==> src/rtl/phase_div_pkg.sv <==
package phase_div_pkg;
  typedef enum logic [1:0] {
    PH_IDLE = 2'd0,
    PH_HIGH = 2'd1,
    PH_LOW  = 2'd2
  } phase_t;
endpackage

==> src/rtl/phase_down_counter.sv <==
module phase_down_counter #(
  parameter int W = 5
) (
  input  logic         clk,
  input  logic         rst_n,
  input  logic         hold,
  input  logic         load,
  input  logic [W-1:0] load_val,
  output logic [W-1:0] count
);
  // Decrements every cycle and wraps from zero to all ones.
  always_ff @(posedge clk or negedge rst_n) begin
    if (!rst_n)      count <= '0;
    else if (hold)   count <= '0;
    else if (load)   count <= load_val;
    else             count <= count - 1'b1;
  end

  // holding keeps the counter at its rest point
  assert_hold_rest_R5: assert property (@(posedge clk) disable iff (!rst_n)
    hold |=> (count == '0));
endmodule

==> src/rtl/phase_end_detect.sv <==
module phase_end_detect #(
  parameter int HW = 5,
  parameter int LW = 3
) (
  input  logic [HW-1:0] count,
  input  logic [LW-1:0] lo_field,
  output logic          hi_done,
  output logic          lo_done
);
  // The low phase starts at all ones. Counting down, the low LW bits
  // first equal ~L after exactly L steps.
  assign hi_done = (count == '0);
  assign lo_done = (count[LW-1:0] == ~lo_field);
endmodule

==> src/rtl/phase_field_capture.sv <==
module phase_field_capture #(
  parameter int LW = 3
) (
  input  logic          clk,
  input  logic          rst_n,
  input  logic          take,
  input  logic [LW-1:0] field_in,
  output logic [LW-1:0] field_q
);
  always_ff @(posedge clk or negedge rst_n) begin
    if (!rst_n)    field_q <= '0;
    else if (take) field_q <= field_in;
  end

  // the held field moves only when a new period starts
  assert_field_stable_R7: assert property (@(posedge clk) disable iff (!rst_n)
    !take |=> $stable(field_q));
endmodule

==> src/rtl/phase_clock_divider.sv <==
module phase_clock_divider
  import phase_div_pkg::*;
#(
  parameter int HI_W = 5,
  parameter int LO_W = 3
) (
  input  logic            clk,
  input  logic            rst_n,
  input  logic            enable,
  input  logic [HI_W-1:0] hi_count,
  input  logic [LO_W-1:0] lo_count,
  input  logic            legacy_sel,
  output logic            div_clk,
  output logic            rise_strobe
);
  phase_t            state;
  logic [HI_W-1:0]   count;
  logic [LO_W-1:0]   lo_held;
  logic              hi_done, lo_done, start_high;

  assign start_high = enable &&
                      ((state == PH_IDLE) || ((state == PH_LOW) && lo_done));

  phase_down_counter #(.W(HI_W)) u_cnt (
    .clk(clk), .rst_n(rst_n), .hold(!enable), .load(start_high),
    .load_val(hi_count), .count(count)
  );

  phase_field_capture #(.LW(LO_W)) u_cap (
    .clk(clk), .rst_n(rst_n), .take(start_high),
    .field_in(lo_count), .field_q(lo_held)
  );

  phase_end_detect #(.HW(HI_W), .LW(LO_W)) u_det (
    .count(count), .lo_field(lo_held), .hi_done(hi_done), .lo_done(lo_done)
  );

  always_ff @(posedge clk or negedge rst_n) begin
    if (!rst_n) begin
      state       <= PH_IDLE;
      div_clk     <= 1'b0;
      rise_strobe <= 1'b0;
    end else begin
      rise_strobe <= 1'b0;
      if (!enable) begin
        state   <= PH_IDLE;
        div_clk <= 1'b0;
      end else if (start_high) begin
        state       <= PH_HIGH;
        div_clk     <= 1'b1;
        rise_strobe <= 1'b1;
      end else if ((state == PH_HIGH) && hi_done) begin
        state   <= PH_LOW;
        div_clk <= 1'b0;
      end
    end
  end

  assert_strobe_on_rise_R3: assert property (@(posedge clk) disable iff (!rst_n)
    $rose(div_clk) |-> rise_strobe);
  assert_strobe_single_R3: assert property (@(posedge clk) disable iff (!rst_n)
    rise_strobe |=> !rise_strobe);
  assert_disabled_low_R5: assert property (@(posedge clk) disable iff (!rst_n)
    !enable |=> !div_clk);
  assert_high_end_R1: assert property (@(posedge clk) disable iff (!rst_n)
    (div_clk && hi_done && enable && !start_high) |=> !div_clk);
  assert_low_wrap_R2: assert property (@(posedge clk) disable iff (!rst_n)
    ((state == PH_HIGH) && hi_done && enable) |=> (&count));
  assert_legacy_ignored_R6: assert property (@(posedge clk) disable iff (!rst_n)
    (!$stable(legacy_sel) && (state == PH_HIGH) && !hi_done && enable) |=> div_clk);
endmodule

==> config.mk <==
export PLATFORM = sky130hd
export DESIGN_NAME = phase_clock_divider
export DESIGN_NICKNAME = d
export VERILOG_FILES = /design/src/rtl/phase_div_pkg.sv /design/src/rtl/phase_down_counter.sv /design/src/rtl/phase_end_detect.sv /design/src/rtl/phase_field_capture.sv /design/src/rtl/phase_clock_divider.sv
export SDC_FILE = /design/constraint.sdc
export NUM_CORES = 1
export LEC_CHECK = 0
export BUFFER_PORTS_ARGS = -buffer_cell sky130_fd_sc_hd__buf_2
export CAP_MARGIN = 20
export CORE_AREA = 2 2 39 41
export DETAILED_ROUTE_END_ITERATION = 10
export DIE_AREA = 0 0 41 43
export PLACE_DENSITY = 0.7
export SLEW_MARGIN = 10
export SYNTH_ARGS = -nofsm -noshare
export SYNTH_HDL_FRONTEND = slang
export SYNTH_HIERARCHICAL = 1
export SYNTH_SLANG_ARGS = --single-unit
==> constraint.sdc <==
create_clock -name clk -period 6 [get_ports clk]
set_clock_uncertainty 0.1 [all_clocks]
set_input_delay 0.9 -clock clk [delete_from_list [all_inputs] [get_ports clk]]
set_output_delay 0.9 -clock clk [all_outputs]
set_load 0.05 [all_outputs]
==> flow_summary.yaml <==
synthesis:
  synth_area_sq_um: 562
  ys_ff_latch: 11
  synth_enable_flop_cells: 0
  yosys.area.top_type: "dfrtp_1"
  synth_area_per_cell_sq_um: 10.6
  synth_ff_type: "dfrtp_1"
  synth_top_area_share_pct: 49.0
  postSynth.asyncResetShare_pct: 100
  synth_warnings: 6
  yosys-top-cells-count: "dfrtp_1 (11), nor2_1 (6), inv_1 (5)"
  yosysMostFrequentCell: "dfrtp_1"
  synthTopCellsByArea: "dfrtp_1 (49%), mux2_2 (6.0%), xnor2_1 (4.7%)"
  synth_cell_types: 24
  synth_seq_area_share_pct: 49.0
  synth_nets: 66
  synthCells: 53
floorplanning:
  num_io_pins: 14
  dieArea_sq_mm: 0.00176
  core-area_sq_mm: 0.00138
  initial_core_util_pct: 40.6
  die_h_um: 43
  placementRows: 14
  fp.dieW_um: 41
layout:
  nets: 82
  fin_util_pct: 47.9
  drive_gt1_share_pct: 35.3
  num_antenna_cells: 0
  fillers: 138
  syn_to_final_growth_pct: 18.0
clock_tree:
  cts_resized: 0
  cts_sinks: 11
  postCtsSetupRepairBufs: 0
  insertion_delay_ns: 0.26
  cts_buffers: 3
  tritoncts: "done"
  path_clk_slew_ns: 0.07
  clockBufferDepth: 2
  clock-root-buffer: "clkbuf_4"
  cts_hold_buf: 0
  cts_max_level: 1
drt:
  drt_wl_total_um: 970
  drtPass1Iterations: 2
  ant_nets: 0
  vias_per_cell: 4.93
  initialDrtViolationCount: 3
  drc_errors: 0
  drt-wirelength-per-cell_um: 11.5
  vias: 414
sta:
  worst-slew-pin-transition_ns: 0.963
  slew_headroom_pct: 35.7
  setup_ws_ns: 3.49
  max_freq_mhz: 398
  setup_viol: 0
  report.final.hold_viol_count: 0
  timing.hold.ws_ns: 0.387
  fin_setup_tns_ns: 0
  slew_viol_final: 0
  fin_crit_sh_pct: 41.9
  finalCriticalPeriod_ns: 2.51
  grt_setup_unrepaired: "no"
global_routing:
  grt_usage_pct: 13.9
  grt_max_degree: 14
  gr-total-overflow: 0
  antenna_found_initial: 0
  grt_pass1_vias: 368
  grt_pass1_wl_mm: 1.66
placement:
  place.gp.congestion: 0.686
  pre_cts_slack_ns: 3.50
  port_buffers: 12
  dp_hpwl_um: 709
pwr:
  leakage_nw: 0.322
  peakVddDrop_mv: 0.166
  power_uw: 284
  cellPowerDensity_mw_per_mm2: 429
critical_path:
  end_kind: "flip-flop"
  cp_top_family: "compound AO/OA/AOI/OAI gates"
  startpoint: "u_cnt/count[2]$_DFF_PN0_"
  slowest_delay_ns: 0.83
  crit_arrival_ns: 2.56
  cp_slowest_cell: "a211oi_2"
  worstPathMaxFanout: 13
  criticalPathCategory: "reg2reg"
  cp-start-kind: "flip-flop"
  crit_required_ns: 6.05
  path_buf_inv: 1
  cp_cell_sequence: "xnor2_1, nor3_1, inv_1, a211oi_2, mux2_2"
  rr_startpoint: "u_cnt/count[2]$_DFF_PN0_"
  r2r_slack_ns: 3.49
hold_path:
  hold_class: "in2async"
outcome:
  status: "completed"
flow_run:
  max_cap_viol_count: 0
-- sequential cells by signal, summed over array words and instances, names as in the netlist --
signal and flops:
u_cnt/count 5, state 1, u_cap/field_q 3, rise_strobe 1
div_clk 1
-- per-layer routing --
layer	share of wire (%)	GRT usage, %	up-vias	wire [um]
met1	49	20.1	193	476
met4	1.2	6.00	0	12
met2	46	18.4	9	451
met3	3.0	4.71	2	29
li1	-	-	210	-
met5	0	0	-	0
-- worst paths after layout --
path | to | cells after the start
worst min-delay path | u_cnt/count[2]$_DFF_PN0_ | 1
worst max register to register | u_cap/field_q[0]$_DFFE_PN0P_ | 5
max in group asynchronous | u_cap/field_q[2]$_DFFE_PN0P_ | 1
min in group clk | u_cap/field_q[1]$_DFFE_PN0P_ | 1
worst min register to register | u_cap/field_q[1]$_DFFE_PN0P_ | 1
worst max-delay path | u_cap/field_q[0]$_DFFE_PN0P_ | 5
-- cell type report --
| cell class | count | area, sq um | share of cell area [%] |
|---|---|---|---|
| timing repair buffer | 12 | 60.1 | 9.06 |
| clock buffer | 4 | 26.3 | 3.96 |
| inverter | 6 | 22.5 | 3.40 |
| tap | 16 | 20.0 | 3.02 |
| multi-input combinational | 35 | 259 | 39.1 |
| sequential | 11 | 275 | 41.5 |
-- where the power goes --
part | total (mW) | internal, mW | leakage [nW] | switching, mW
Clock | 0.0495 | 0.0257 | 0.0150 | 0.0238
Combinational | 0.110 | 0.0535 | 0.170 | 0.0564
Sequential | 0.125 | 0.0987 | 0.138 | 0.0263
-- kinds of logic (layout without fill, tap and decap cells) --
group | Yosys count | in the layout | synth area share [%]
XOR/XNOR | 6 | 6 | 9.36
multiplexers | 4 | 4 | 7.79
AO/OA/AOI/OAI | 11 | 11 | 13.8
AND/OR/NAND/NOR | 13 | 13 | 12.9
adder cells (fa/ha/maj) | 1 | 1 | 2.23
flip-flops | 11 | 11 | 49.0
buffers and inverters | 7 | 22 | 4.90
-- metrics by stage --
| stage | area (sq um) | instances |
|---|---|---|
| after CTS | 663 | 84 |
| final | 663 | 84 |
| after global placement | 637 | 80 |
| after floorplan | 562 | 53 |
| after detailed placement | 637 | 80 |
| after global routing | 663 | 84 |
-- worst reg2reg max path: stages (launching register included) --
cell and delay (ns):
dfrtp_1 0.46, xnor2_1 0.17, nor3_1 0.34, inv_1 0.09, a211oi_2 0.83, mux2_2 0.41
-- cell usage in the layout (no fill, tap or decap), drive strengths merged --
cell     n
nor2b    1
xor2     3
o21a     2
xnor2    3
a211oi   1
mux2     3
nor2     6
nor3b    1
a21oi    5
o21ai    2
inv      6
mux2i    1
nand2    1
a21o     1
clkbuf   4
nand3    1
ha       1
nor3     2
or4      1
dfrtp   11
buf     12
No activity file was read; power rests on OpenSTA's default activity.
